==> src/rtl/pic_pkg.sv <==
package pic_pkg;
  localparam int LINE_W    = 3;
  localparam int NUM_LINES = 1 << LINE_W;
  localparam int DATA_W    = 8;

  // Strobes and mode levels from control to datapath
  typedef struct packed {
    logic              initReset;
    logic              loadMask;
    logic [DATA_W-1:0] maskVal;
    logic              eoiHighest;
    logic              eoiRotate;
    logic              eoiSpecific;
    logic              specRotate;
    logic [LINE_W-1:0] specLine;
    logic              setBase;
    logic [LINE_W-1:0] baseVal;
    logic              pollTake;
    logic              autoEoi;
    logic              rotAutoEoi;
    logic              nested;
    logic              specialMask;
  } pic_ctrl_t;
endpackage

==> src/rtl/pic_resolver.sv <==
module pic_resolver
  import pic_pkg::*;
(
  input  logic [NUM_LINES-1:0] reqMask,
  input  logic [LINE_W-1:0]    base,
  output logic                 found,
  output logic [LINE_W-1:0]    line
);
  // Scan from lowest rank last so it wins
  always_comb begin
    found = 1'b0;
    line  = '0;
    for (int i = NUM_LINES - 1; i >= 0; i--) begin
      if (reqMask[base + LINE_W'(i)]) begin
        found = 1'b1;
        line  = base + LINE_W'(i);
      end
    end
  end
endmodule

==> src/rtl/pic_ctrl.sv <==
module pic_ctrl
  import pic_pkg::*;
(
  input  logic              clk,
  input  logic              rst_n,
  input  logic              wrEn,
  input  logic              rdEn,
  input  logic              addr,
  input  logic [DATA_W-1:0] wrData,
  output pic_ctrl_t         stb,
  output logic [DATA_W-1:0] vectorBase,
  output logic              initBusy,
  output logic              readIsr,
  output logic              pollPend
);
  typedef enum logic [1:0] {CFG_IDLE, CFG_BASE, CFG_SKIP, CFG_MODE} cfg_e;

  cfg_e       cfgState;
  logic       needMode, autoEoiQ, rotAutoQ, nestedQ, specMaskQ;
  logic       wrLow, wrHigh, isInit, isCtl, isCmd;
  logic [2:0] cmd;

  assign wrLow  = wrEn && !addr;
  assign wrHigh = wrEn && addr;
  assign isInit = wrLow && wrData[4];
  assign isCtl  = wrLow && !wrData[4] && wrData[3];
  assign isCmd  = wrLow && !wrData[4] && !wrData[3];
  assign cmd    = wrData[7:5];
  assign initBusy = (cfgState != CFG_IDLE);

  always_comb begin
    stb             = '0;
    stb.initReset   = isInit;
    stb.loadMask    = wrHigh && (cfgState == CFG_IDLE);
    stb.maskVal     = wrData;
    stb.eoiHighest  = isCmd && (cmd[1:0] == 2'b01);
    stb.eoiRotate   = cmd[2];
    stb.eoiSpecific = isCmd && (cmd[1:0] == 2'b11);
    stb.specRotate  = isCmd && (cmd == 3'd7);
    stb.specLine    = wrData[LINE_W-1:0];
    stb.setBase     = isCmd && (cmd == 3'd6);
    stb.baseVal     = wrData[LINE_W-1:0] + LINE_W'(1);
    stb.pollTake    = rdEn && pollPend;
    stb.autoEoi     = autoEoiQ;
    stb.rotAutoEoi  = rotAutoQ;
    stb.nested      = nestedQ;
    stb.specialMask = specMaskQ;
  end

  always_ff @(posedge clk or negedge rst_n) begin
    if (!rst_n) begin
      cfgState   <= CFG_IDLE;
      needMode   <= 1'b0;
      vectorBase <= '0;
      autoEoiQ   <= 1'b0;
      rotAutoQ   <= 1'b0;
      nestedQ    <= 1'b0;
      specMaskQ  <= 1'b0;
      readIsr    <= 1'b0;
      pollPend   <= 1'b0;
    end else if (isInit) begin
      cfgState   <= CFG_BASE;
      needMode   <= wrData[0];
      vectorBase <= '0;
      autoEoiQ   <= 1'b0;
      rotAutoQ   <= 1'b0;
      nestedQ    <= 1'b0;
      specMaskQ  <= 1'b0;
      readIsr    <= 1'b0;
      pollPend   <= 1'b0;
    end else begin
      if (stb.pollTake) pollPend <= 1'b0;
      if (wrHigh) begin
        unique case (cfgState)
          CFG_BASE: begin
            vectorBase <= wrData & ~DATA_W'((1 << LINE_W) - 1);
            cfgState   <= CFG_SKIP;
          end
          CFG_SKIP: cfgState <= needMode ? CFG_MODE : CFG_IDLE;
          CFG_MODE: begin
            nestedQ  <= wrData[4];
            autoEoiQ <= wrData[1];
            cfgState <= CFG_IDLE;
          end
          default: ;
        endcase
      end
      if (isCtl) begin
        if (wrData[2]) pollPend  <= 1'b1;
        if (wrData[1]) readIsr   <= wrData[0];
        if (wrData[6]) specMaskQ <= wrData[5];
      end
      if (isCmd && cmd[1:0] == 2'b00) rotAutoQ <= cmd[2];
    end
  end

  AST_MASK_BLOCKED_IN_CFG: assert property (@(posedge clk) disable iff (!rst_n)
    (wrHigh && initBusy) |-> !stb.loadMask);
  AST_POLL_SELF_CLEAR: assert property (@(posedge clk) disable iff (!rst_n)
    (rdEn && pollPend && !wrEn) |=> !pollPend);
endmodule

==> src/rtl/pic_datapath.sv <==
module pic_datapath
  import pic_pkg::*;
#(
  parameter int CASCADE_LINE = 2
) (
  input  logic                 clk,
  input  logic                 rst_n,
  input  pic_ctrl_t            stb,
  input  logic [NUM_LINES-1:0] irqIn,
  input  logic [NUM_LINES-1:0] levelSel,
  input  logic                 ackValid,
  input  logic [LINE_W-1:0]    ackLine,
  output logic [NUM_LINES-1:0] irrQ,
  output logic [NUM_LINES-1:0] isrQ,
  output logic [NUM_LINES-1:0] imrQ,
  output logic                 grantValid,
  output logic [LINE_W-1:0]    grantLine
);
  logic [NUM_LINES-1:0] lastQ, curMask, ackBit, grantBit, specBit, topBit;
  logic [NUM_LINES-1:0] edgeClr, isrClr, isrSet, edgeNext, irrNext, isrNext;
  logic [LINE_W-1:0]    baseQ, baseNext, reqLine, curLine, topLine, reqRank, curRank;
  logic                 reqFound, curFound, topFound;

  // Blocking set seen by the grant decision
  always_comb begin
    curMask = isrQ;
    if (stb.nested)      curMask[CASCADE_LINE] = 1'b0;
    if (stb.specialMask) curMask = curMask & ~imrQ;
  end

  pic_resolver u_req (.reqMask(irrQ & ~imrQ), .base(baseQ), .found(reqFound), .line(reqLine));
  pic_resolver u_cur (.reqMask(curMask),      .base(baseQ), .found(curFound), .line(curLine));
  pic_resolver u_top (.reqMask(isrQ),         .base(baseQ), .found(topFound), .line(topLine));

  assign reqRank    = reqLine - baseQ;
  assign curRank    = curLine - baseQ;
  assign grantValid = reqFound && (!curFound || reqRank < curRank);
  assign grantLine  = reqLine;

  assign ackBit   = NUM_LINES'(1) << ackLine;
  assign grantBit = NUM_LINES'(1) << grantLine;
  assign specBit  = NUM_LINES'(1) << stb.specLine;
  assign topBit   = NUM_LINES'(1) << topLine;

  always_comb begin
    edgeClr = '0;
    if (ackValid && !levelSel[ackLine]) edgeClr |= ackBit;
    if (stb.pollTake && grantValid)     edgeClr |= grantBit;
    edgeNext = (irrQ & ~edgeClr) | (irqIn & ~lastQ);
    irrNext  = (levelSel & irqIn) | (~levelSel & edgeNext);

    isrClr = '0;
    if (stb.eoiHighest && topFound)  isrClr |= topBit;
    if (stb.eoiSpecific)             isrClr |= specBit;
    if (stb.pollTake && grantValid)  isrClr |= grantBit;
    isrSet  = (ackValid && !stb.autoEoi) ? ackBit : '0;
    isrNext = (isrQ & ~isrClr) | isrSet;

    baseNext = baseQ;
    if (stb.eoiHighest && stb.eoiRotate && topFound) baseNext = topLine + LINE_W'(1);
    else if (stb.specRotate)                         baseNext = stb.specLine + LINE_W'(1);
    else if (stb.setBase)                            baseNext = stb.baseVal;
    else if (ackValid && stb.autoEoi && stb.rotAutoEoi) baseNext = ackLine + LINE_W'(1);
  end

  always_ff @(posedge clk or negedge rst_n) begin
    if (!rst_n) begin
      irrQ <= '0; isrQ <= '0; imrQ <= '0; lastQ <= '0; baseQ <= '0;
    end else if (stb.initReset) begin
      irrQ <= '0; isrQ <= '0; imrQ <= '0; lastQ <= '0; baseQ <= '0;
    end else begin
      irrQ  <= irrNext;
      isrQ  <= isrNext;
      lastQ <= irqIn;
      baseQ <= baseNext;
      if (stb.loadMask) imrQ <= stb.maskVal;
    end
  end

  AST_LEVEL_TRACK: assert property (@(posedge clk) disable iff (!rst_n)
    ($past(rst_n) && !$past(stb.initReset)) |->
      ((irrQ & $past(levelSel)) == ($past(irqIn) & $past(levelSel))));
  AST_GRANT_UNMASKED: assert property (@(posedge clk) disable iff (!rst_n)
    grantValid |-> (irrQ[grantLine] && !imrQ[grantLine]));
  AST_AUTO_EOI_NO_SET: assert property (@(posedge clk) disable iff (!rst_n)
    (ackValid && stb.autoEoi && !stb.initReset) |=> ($countones(isrQ) <= $countones($past(isrQ))));
  AST_SPEC_EOI_CLEARS: assert property (@(posedge clk) disable iff (!rst_n)
    (stb.eoiSpecific && !ackValid) |=> !isrQ[$past(stb.specLine)]);
endmodule

==> src/rtl/pic_core.sv <==
module pic_core
  import pic_pkg::*;
#(
  parameter int CASCADE_LINE = 2
) (
  input  logic                 clk,
  input  logic                 rst_n,
  input  logic                 wrEn,
  input  logic                 rdEn,
  input  logic                 addr,
  input  logic [DATA_W-1:0]    wrData,
  output logic [DATA_W-1:0]    rdData,
  input  logic [NUM_LINES-1:0] irqIn,
  input  logic [NUM_LINES-1:0] levelSel,
  input  logic                 ackValid,
  input  logic [LINE_W-1:0]    ackLine,
  output logic                 intReq,
  output logic [DATA_W-1:0]    intVector
);
  pic_ctrl_t            stb;
  logic [DATA_W-1:0]    vectorBase;
  logic                 initBusy, readIsr, pollPend, grantValid;
  logic [NUM_LINES-1:0] irrQ, isrQ, imrQ;
  logic [LINE_W-1:0]    grantLine;

  pic_ctrl u_ctrl (
    .clk(clk), .rst_n(rst_n), .wrEn(wrEn), .rdEn(rdEn), .addr(addr), .wrData(wrData),
    .stb(stb), .vectorBase(vectorBase), .initBusy(initBusy), .readIsr(readIsr),
    .pollPend(pollPend)
  );

  pic_datapath #(.CASCADE_LINE(CASCADE_LINE)) u_dp (
    .clk(clk), .rst_n(rst_n), .stb(stb), .irqIn(irqIn), .levelSel(levelSel),
    .ackValid(ackValid), .ackLine(ackLine), .irrQ(irrQ), .isrQ(isrQ), .imrQ(imrQ),
    .grantValid(grantValid), .grantLine(grantLine)
  );

  always_comb begin
    if (pollPend)  rdData = grantValid ? DATA_W'(grantLine) : DATA_W'(7);
    else if (addr) rdData = imrQ;
    else           rdData = readIsr ? isrQ : irrQ;
  end

  assign intReq    = grantValid && !initBusy;
  assign intVector = vectorBase | DATA_W'(grantLine);
endmodule

==> config.mk <==
export PLATFORM = sky130hd
export DESIGN_NAME = pic_core
export DESIGN_NICKNAME = d
export VERILOG_FILES = /design/src/rtl/pic_pkg.sv /design/src/rtl/pic_resolver.sv /design/src/rtl/pic_ctrl.sv /design/src/rtl/pic_datapath.sv /design/src/rtl/pic_core.sv
export SDC_FILE = /design/constraint.sdc
export NUM_CORES = 1
export LEC_CHECK = 0
export BUFFER_PORTS_ARGS = -buffer_cell sky130_fd_sc_hd__buf_2
export CORE_ASPECT_RATIO = 1.25
export CORE_MARGIN = 8
export CORE_UTILIZATION = 56
export DETAILED_ROUTE_END_ITERATION = 10
export PLACE_DENSITY = 0.85
export SYNTH_ARGS = -nofsm -noshare
export SYNTH_HDL_FRONTEND = slang
export SYNTH_HIERARCHICAL = 1
export SYNTH_SLANG_ARGS = --single-unit
==> constraint.sdc <==
create_clock -name clk -period 5.2 [get_ports clk]
set_input_delay 0.26 -clock clk [delete_from_list [all_inputs] [get_ports clk]]
set_output_delay 0.26 -clock clk [all_outputs]
set_load 0.02 [all_outputs]
==> implementation parameters, run 1 <==
Parameter                              Value

Setup path
  WP data required ... 4940 ps
  Crit Path Category ... reg2out
  Startpoint class of the critical path ... flop
  Data arrival at the endpoint of the critical path ... 4740 ps
  Timing startpoint of the critical path ... u_dp/baseQ[0]
  Number of cell instances on the worst register-to-register path ... 16
  Maximum net fanout on the critical path ... 9
  Crit path capture type ... output pin
  Worst R2R Start ... u_dp/baseQ[0]

Place
  Worst Setup Slack post-DPL ... 171.1 ps
  Instance area at placement ... 6250 um^2
  Number of placed cells counting well taps ... 821
  Final RePlAce weighted congestion ... 0.9919
  Post-DP HPWL ... 12.64 mm
  Port Buffers ... 49

Yosys
  Unique masters post-synth ... 66
  Sequential share of the synthesized area ... 20.16%
  Ys Warns ... 6
  Synth Instances ... 677
  Post-synthesis area per instance ... 8.986 um^2
  Async set or reset register ratio after synthesis ... 100.0%
  Post-synthesis instance area ... 6083 um^2
  Top_reg_cell synth ... sky130_fd_sc_hd__dfrtp_1
  Number of enable flip-flop cells after synthesis ... 0
  Register bit total from synthesis ... 49

Routing
  Antenna-violating nets left ... 0
  Count of vias placed by the detailed router ... 5535
  Post-detailed-route wirelength per cell ... 19.73 um
  DRC violation total after the first TritonRoute iteration ... 351
  Total detailed-routing wirelength ... 16.47 mm
  First-pass detailed-route iteration total ... 5
  DRC violation count after routing ... 0
  Post-DR vias/cell ... 6.629

Timing
  Maximum clock rate ... 200.1 MHz
  Hold violation count in the final report ... 0
  Final count of pins violating max slew ... 0
  Final setup fails ... 0
  Setup slack after layout ... 203.4 ps
  Max Clock Skew ... 6.517 ps
  Final period utilization ... 96.09%
  Worst slew pin tran ... 1059 ps
  Relative slew margins ... 29.37%
  Final critical-path required period ... 4997 ps

Clock network
  Clock root cell ... sky130_fd_sc_hd__clkbuf_16
  Maximum level of the CTS H-tree ... 2
  Clk_lat worst skew ... 290 ps
  Clock sink count ... 49
  Number of buffers inserted for hold repair after clock tree synthesis ... 0
  Clock-pin slew on the worst setup and hold paths ... 70 ps
  CTS max path bufs ... 2
  Clock buffers created by TritonCTS ... 5
  Clock tree from TritonCTS ... done

Final layout
  Most frequent standard cell in the layout excluding fill and tap cells ... sky130_fd_sc_hd__nand2_1
  Number of nets in the final layout ... 766
  Syn-to-layout area delta ... 7.199%
  Antenna fix cells ... 0
  Post-route cell area ... 6521 um^2
  Util after Layout ... 61.43%
  Share of layout cells above drive strength 1 ... 21.76%
  Final cell count without fillers ... 835
  Leading cell types in the layout, fill and taps excluded ... sky130_fd_sc_hd__nand2_1, sky130_fd_sc_hd__buf_2, sky130_fd_sc_hd__inv_1, sky130_fd_sc_hd__nor2_1, sky130_fd_sc_hd__dfrtp_1

Floorplan
  Initial core utilization ... 57.31%
  Placeable Area ... 10620 um^2
  Die Width ... 109.2 um
  Number of placement rows ... 42
  Vertical extent of the die ... 132.5 um
  Die ar. ... 14470 um^2
  # IOs ... 50

Power
  Worst vdd rail ir drop ... 0.5133 mV
  Power Density ... 687.3 nW/um^2
  Reported leakage power ... 2.845 nW

Job
  Max-cap violations ... 0

Global routing
  Maximum number of pins on one net before global-route repair ... 50
  Number of antenna violations at the first check in global routing ... 0
  Aggregate global routing overflow ... 0
  Total routing resource utilization after global routing ... 22.21%
  First-pass GRT wire length ... 26.47 mm
  Via count of the first global-routing pass ... 5368

Run status
  Result of the run ... finished, final reports clean

Worst hold path
  Worst Hold Class ... in2async
## flip-flops by register name (all words and copies together) (netlist names), 2 cells and up
register / count
u_dp/baseQ: 3
u_dp/lastQ: 8
u_ctrl/cfgState: 2
u_dp/irrQ: 8
u_dp/imrQ: 8
u_dp/isrQ: 8
u_ctrl/vectorBase: 5
## synth_stat cells (4+ instances only)
cell	n	area [um^2]
sky130_fd_sc_hd__buf_2	4	20.02
sky130_fd_sc_hd__mux4_2	17	382.9
sky130_fd_sc_hd__or2_2	4	25.02
sky130_fd_sc_hd__a22oi_1	5	37.54
sky130_fd_sc_hd__a211oi_1	13	97.59
sky130_fd_sc_hd__xor2_1	8	70.07
sky130_fd_sc_hd__o21ai_0	19	95.09
sky130_fd_sc_hd__xnor2_1	6	52.55
sky130_fd_sc_hd__a21oi_1	32	160.2
sky130_fd_sc_hd__a31oi_1	11	68.82
sky130_fd_sc_hd__nand4_1	7	43.79
sky130_fd_sc_hd__a21boi_0	8	60.06
sky130_fd_sc_hd__a22o_1	4	35.03
sky130_fd_sc_hd__o31ai_1	13	97.59
sky130_fd_sc_hd__buf_4	31	232.7
sky130_fd_sc_hd__o22ai_1	6	37.54
sky130_fd_sc_hd__o21a_1	4	30.03
sky130_fd_sc_hd__nand2b_1	8	50.05
sky130_fd_sc_hd__and3_1	7	43.79
sky130_fd_sc_hd__mux2i_1	38	380.4
sky130_fd_sc_hd__nor3_1	7	35.03
sky130_fd_sc_hd__inv_1	50	187.7
sky130_fd_sc_hd__ha_1	29	362.9
sky130_fd_sc_hd__buf_6	7	78.83
sky130_fd_sc_hd__mux4_1	15	394.1
sky130_fd_sc_hd__mux2_2	14	157.7
sky130_fd_sc_hd__dfrtp_1	49	1226
sky130_fd_sc_hd__nor3b_1	4	30.03
sky130_fd_sc_hd__and3b_1	6	52.55
sky130_fd_sc_hd__mux2_1	4	45.04
sky130_fd_sc_hd__nor2b_1	30	187.7
sky130_fd_sc_hd__nand2_1	56	210.2
sky130_fd_sc_hd__o211ai_1	9	67.56
sky130_fd_sc_hd__nand3_1	15	75.07
sky130_fd_sc_hd__clkbuf_1	10	37.54
sky130_fd_sc_hd__a211o_1	8	70.07
sky130_fd_sc_hd__o31ai_2	6	75.07
sky130_fd_sc_hd__nor2_1	47	176.4
sky130_fd_sc_hd__and2_1	10	62.56
## per-stage QoR
| stage | setup TNS [ps] | hold WS, ps | power, mW |
|---|---|---|---|
| after global placement | 0 | 483.3 | 3.741 |
| after detailed placement | 0 | 480.4 | 3.877 |
| after CTS | 0 | 197.8 | 4.230 |
| after global routing | -21.39 | 234.7 | 4.840 |
| after floorplan | 0 | -35.59 | 3.099 |
| final | 0 | 162.5 | 4.482 |
## cell type report
cell class | count | area [um^2]
flip-flops and latches | 49 | 1236
well taps | 132 | 165.2
fillers | 880 | 4094
clock inverters | 2 | 13.76
multi-input cells | 526 | 4354
inverters | 50 | 187.7
repair buffers | 70 | 435.4
clock buffers | 6 | 128.9
## cells by family after synthesis
| logic type | synth area share [%] |
|---|---|
| xor gates and xnor gates | 2.016 |
| muxes | 23.10 |
| other | 0.06164 |
| AOI/OAI and AO/OA | 20.36 |
| adders and majority gates | 6.623 |
| buffers and inverters | 9.276 |
| DFF | 20.16 |
| and+or+nand+nor | 18.41 |
## critical path: stages (launching register included)
cell,delay (ps)
sky130_fd_sc_hd__dfrtp_2,420
sky130_fd_sc_hd__inv_1,110
sky130_fd_sc_hd__ha_4,340
sky130_fd_sc_hd__mux4_2,360
sky130_fd_sc_hd__mux2_4,310
sky130_fd_sc_hd__o21ai_2,120
sky130_fd_sc_hd__a31oi_1,100
sky130_fd_sc_hd__o21bai_1,190
sky130_fd_sc_hd__mux2_4,370
sky130_fd_sc_hd__inv_1,70
sky130_fd_sc_hd__ha_1,140
sky130_fd_sc_hd__inv_1,50
sky130_fd_sc_hd__fa_1,440
sky130_fd_sc_hd__ha_1,320
sky130_fd_sc_hd__a211o_4,370
sky130_fd_sc_hd__a21boi_0,180
sky130_fd_sc_hd__buf_4,150
sky130_fd_sc_hd__and3b_1,180
sky130_fd_sc_hd__a211oi_2,50
sky130_fd_sc_hd__buf_2,170
## worst paths after layout
path / endpoint / slack, ps
worst max register to register: u_dp/isrQ[1] / 820
worst min-delay path: u_dp/lastQ[1] / 160
max in group asynchronous: u_dp/baseQ[0] / 4310
worst max-delay path: rdData[1] / 200
worst min register to register: u_ctrl/needMode / 500
min in group clk: u_dp/lastQ[6] / 230
## what timing repair did
action                     4_1_cts  5_1_grt
buffers inserted                 0        6
setup endpoints to repair        4        4
gates resized for setup          4       30
cloned                           0        0
## per-layer routing
| layer | GRT usage [%] | vias to the layer above | share of wire (%) |
|---|---|---|---|
| met3 | 2.915 | 67 | 6.0 |
| met1 | 27.65 | 2672 | 40 |
| met5 | 0 | - | 0 |
| met2 | 36.86 | 257 | 50 |
| met4 | 10.23 | 0 | 4.6 |
| li1 | - | 2539 | - |
## where the power goes
part	switching, mW	leakage, nW	internal [mW]
registers	0.121	0.607	0.462
logic	2.01	2.17	1.57
clock network	0.138	0.0712	0.179
(Power assumes the default switching activity.)
==> run 2, diff against run 1 <==
--- a/config.mk
+++ b/config.mk
@@ -5,9 +5,10 @@
 export SDC_FILE = /design/constraint.sdc
 export NUM_CORES = 1
 export LEC_CHECK = 0
+export ABC_AREA = 1
 export BUFFER_PORTS_ARGS = -buffer_cell sky130_fd_sc_hd__buf_2
 export CORE_ASPECT_RATIO = 1.25
-export CORE_MARGIN = 8
+export CORE_MARGIN = 5
 export CORE_UTILIZATION = 56
 export DETAILED_ROUTE_END_ITERATION = 10
 export PLACE_DENSITY = 0.85
==> run 2 against run 1 <==
Worst setup slack gained 180 ps. First-iteration DRC count up 60%. Synthesized cell count is 33% higher. Sequential share of layout area grew 0.68 points. Synthesized area is 0.93% lower. Via count is 9.5% higher. Final cell count up 25%. Total power is 24% lower. Critical endpoint unchanged. Largest cell class unchanged.
==> implementation parameters, run 2 <==
Parameter                              Value

Yosys
  Sequential share of the synthesized area ... 20.34%
  Ys Warns ... 6
  Most used standard cell by instance count after synthesis ... sky130_fd_sc_hd__nand2_1
  Register bit total from synthesis ... 49
  Post-synthesis instance area ... 6027 um^2
  Number of enable flip-flop cells after synthesis ... 0
  Biggest area consumer among synthesized cells ... sky130_fd_sc_hd__dfrtp_1
  Most numerous cell types in the synthesized netlist ... sky130_fd_sc_hd__nand2_1, sky130_fd_sc_hd__nand3_1, sky130_fd_sc_hd__inv_1
  Top_reg_cell synth ... sky130_fd_sc_hd__dfrtp_1
  Post-synth top area share ... 20.34%
  Biggest area contributors in the synthesized netlist ... sky130_fd_sc_hd__dfrtp_1, sky130_fd_sc_hd__nand2_1, sky130_fd_sc_hd__nand3_1
  Async set or reset register ratio after synthesis ... 100.0%
  Post-synthesis area per instance ... 6.712 um^2
  Unique masters post-synth ... 43
  Synth Instances ... 898

Power
  Reported leakage power ... 3.266 nW
  Worst vdd rail ir drop ... 0.3662 mV
  Power Density ... 542.5 nW/um^2

Worst hold path
  Worst Hold Class ... in2reg
  Cell depth of the worst hold path ... 3
  Beginning of the worst hold path ... irqIn[5]
  Endpoint with the worst hold slack ... u_dp/lastQ[5]

Routing
  First-pass detailed-route iteration total ... 5
  Post-DR vias/cell ... 5.794
  Sum of routed wire segments on met1 ... 6.598 mm
  Met2 WL ... 7.744 mm
  Total length of routed met3 wires ... 1.071 mm
  Count of vias placed by the detailed router ... 6061
  Post-detailed-route wirelength per cell ... 15.39 um
  Total detailed-routing wirelength ... 16.10 mm
  Antenna-violating nets left ... 0
  Highest metal used ... met4
  DRC violation count after routing ... 0
  DRC violation total after the first TritonRoute iteration ... 561

Place
  Final RePlAce weighted congestion ... 0.9574
  Post-DP HPWL ... 12.52 mm
  Port Buffers ... 49
  Instance area at placement ... 6077 um^2
  Number of placed cells counting well taps ... 1038

Timing
  Relative slew margins ... 24.83%
  Final count of pins violating max slew ... 0
  Hold violation count in the final report ... 0
  Final setup fails ... 0
  RSZ-0062 raised after global routing ... false
  Final critical-path required period ... 4818 ps
  Maximum clock rate ... 207.6 MHz
  Final period utilization ... 92.65%
  Max Clock Skew ... 10.74 ps
  Final-layout setup total negative slack ... 0 ps
  Worst slew pin tran ... 1128 ps

Final layout
  Antenna fix cells ... 0
  Share of layout cells above drive strength 1 ... 23.74%
  Most frequent standard cell in the layout excluding fill and tap cells ... sky130_fd_sc_hd__nand2_1
  Final cell count without fillers ... 1046
  Number of nets in the final layout ... 977
  Post-route cell area ... 6246 um^2
  Util after Layout ... 59.13%
  Leading cell types in the layout, fill and taps excluded ... sky130_fd_sc_hd__nand2_1, sky130_fd_sc_hd__nand3_1, sky130_fd_sc_hd__inv_1, sky130_fd_sc_hd__buf_2, sky130_fd_sc_hd__dfrtp_1
  Syn-to-layout area delta ... 3.633%
  Number of fill cells in the layout ... 978

Floorplan
  Placeable Area ... 10560 um^2
  Initial core utilization ... 57.06%
  Die Width ... 102.8 um
  # IOs ... 50
  Vertical extent of the die ... 126.0 um
  Number of placement rows ... 42
  Die ar. ... 12950 um^2

Setup path
  Endpoint of the worst-slack reg-to-reg timing path ... u_dp/isrQ[0]
  Number of cell instances on the worst register-to-register path ... 24
  Library cell contributing the largest single delay on the critical path ... sky130_fd_sc_hd__ha_1
  Longest individual stage delay on the worst path ... 490 ps
  Minimum setup slack among reg-to-reg paths ... 990 ps
  Maximum net fanout on the critical path ... 35
  Crit Path Category ... reg2out
  Bufs and invs on worst path ... 8
  Cell family with the largest share of critical-path delay ... adder cells
  Worst R2R Start ... u_dp/baseQ[0]
  Crit path capture type ... output pin
  WP data required ... 4940 ps
  Startpoint class of the critical path ... flop
  Data arrival at the endpoint of the critical path ... 4560 ps

Global routing
  Maximum number of pins on one net before global-route repair ... 50
  Aggregate global routing overflow ... 0
  Total routing resource utilization after global routing ... 24.86%
  Via count of the first global-routing pass ... 5633
  First-pass GRT wire length ... 26.25 mm
  Number of antenna violations at the first check in global routing ... 0

Clock network
  Clk_lat worst skew ... 290 ps
  Clock root cell ... sky130_fd_sc_hd__clkbuf_16
  Clock-pin slew on the worst setup and hold paths ... 60 ps
  Number of buffers inserted for hold repair after clock tree synthesis ... 0
  Maximum level of the CTS H-tree ... 2
  CTS max path bufs ... 2
  Clock buffers created by TritonCTS ... 5
  Clock sink count ... 49
  Clock tree from TritonCTS ... done

Job
  Max-cap violations ... 0

Run status
  Result of the run ... finished, final reports clean
[run 2: cell types whose count changed in the layout (fill, tap and decap cells not counted), moves of 14 or more]
cell / delta
sky130_fd_sc_hd__nand2_2: +37
sky130_fd_sc_hd__mux4_2: -19
sky130_fd_sc_hd__nand3_2: +46
sky130_fd_sc_hd__nor2b_1: -30
sky130_fd_sc_hd__mux2i_1: -38
sky130_fd_sc_hd__inv_2: +24
sky130_fd_sc_hd__inv_1: +49
sky130_fd_sc_hd__nand3_1: +104
sky130_fd_sc_hd__buf_4: -15
sky130_fd_sc_hd__nand2_1: +155
sky130_fd_sc_hd__mux2_2: -14
[run 2: cells by family (layout without fill, tap and decap cells)]
family / after synthesis / count (layout) / synth area share [%]
buf+inv: 177 / 191 / 15.28
fa+ha+maj: 31 / 31 / 6.685
flops: 49 / 49 / 20.34
compound gates: 102 / 102 / 9.778
xor+xnor: 8 / 8 / 2.097
other cells: 1 / 3 / 0.06222
simple gates: 530 / 530 / 45.75
[run 2: how the worst max path moves through the flow]
stage / start / slack [ps] / cells past startpoint / end
after floorplan: u_dp/baseQ[0] / 1040 / 27 / rdData[2]
after global placement: u_dp/baseQ[1] / 780 / 27 / rdData[2]
after detailed placement: u_dp/baseQ[0] / 640 / 25 / rdData[2]
after CTS: u_dp/baseQ[0] / 330 / 25 / rdData[2]
after global routing: u_dp/baseQ[0] / 10 / 27 / rdData[0]
final: u_dp/baseQ[0] / 380 / 25 / rdData[1]
[run 2: final cells by class]
cell class,count,area (um^2),area share (%)
multi-input cells,674,3887,62.24
flip-flops and latches,49,1226,19.63
inverters,130,523.0,8.373
repair buffers,53,286.5,4.587
well taps,132,165.2,2.644
clock buffers,7,152.6,2.444
clock inverters,1,5.005,0.08013
[run 2: power by group]
group	switching, mW	internal (mW)	leakage (nW)	total, mW
Combinational	1.66	0.853	2.57	2.51
Sequential	0.0913	0.440	0.618	0.531
Clock	0.139	0.204	0.0799	0.343
[run 2: worst min-delay path, stage by stage]
cell,delay [ps]
sky130_fd_sc_hd__buf_2,90
sky130_fd_sc_hd__inv_1,40
sky130_fd_sc_hd__nor2_1,40
[run 2: through the flow]
stage / hold WS [ps] / power [mW] / setup WS [ps]
global placement: 475.8 / 2.931 / 782.8
detailed placement: 481.7 / 2.982 / 635.0
finish: 179.1 / 3.388 / 382.1
floorplan: -35.59 / 2.510 / 1041
global route: 193.0 / 3.679 / 12.06
CTS: 180.2 / 3.335 / 328.7
[run 2: metal layers]
layer	vias to the layer above	global-route usage, %
met5	-	0
met3	68	2.876
met2	279	41.33
met4	0	10.44
li1	2929	-
met1	2785	32.31
[run 2: what timing repair did]
action                                  in CTS  in global routing
buffers inserted                             0                  0
endpoints found under the setup margin       0                  4
endpoints found under the hold margin        0                  0
gates resized for setup                      0                  4
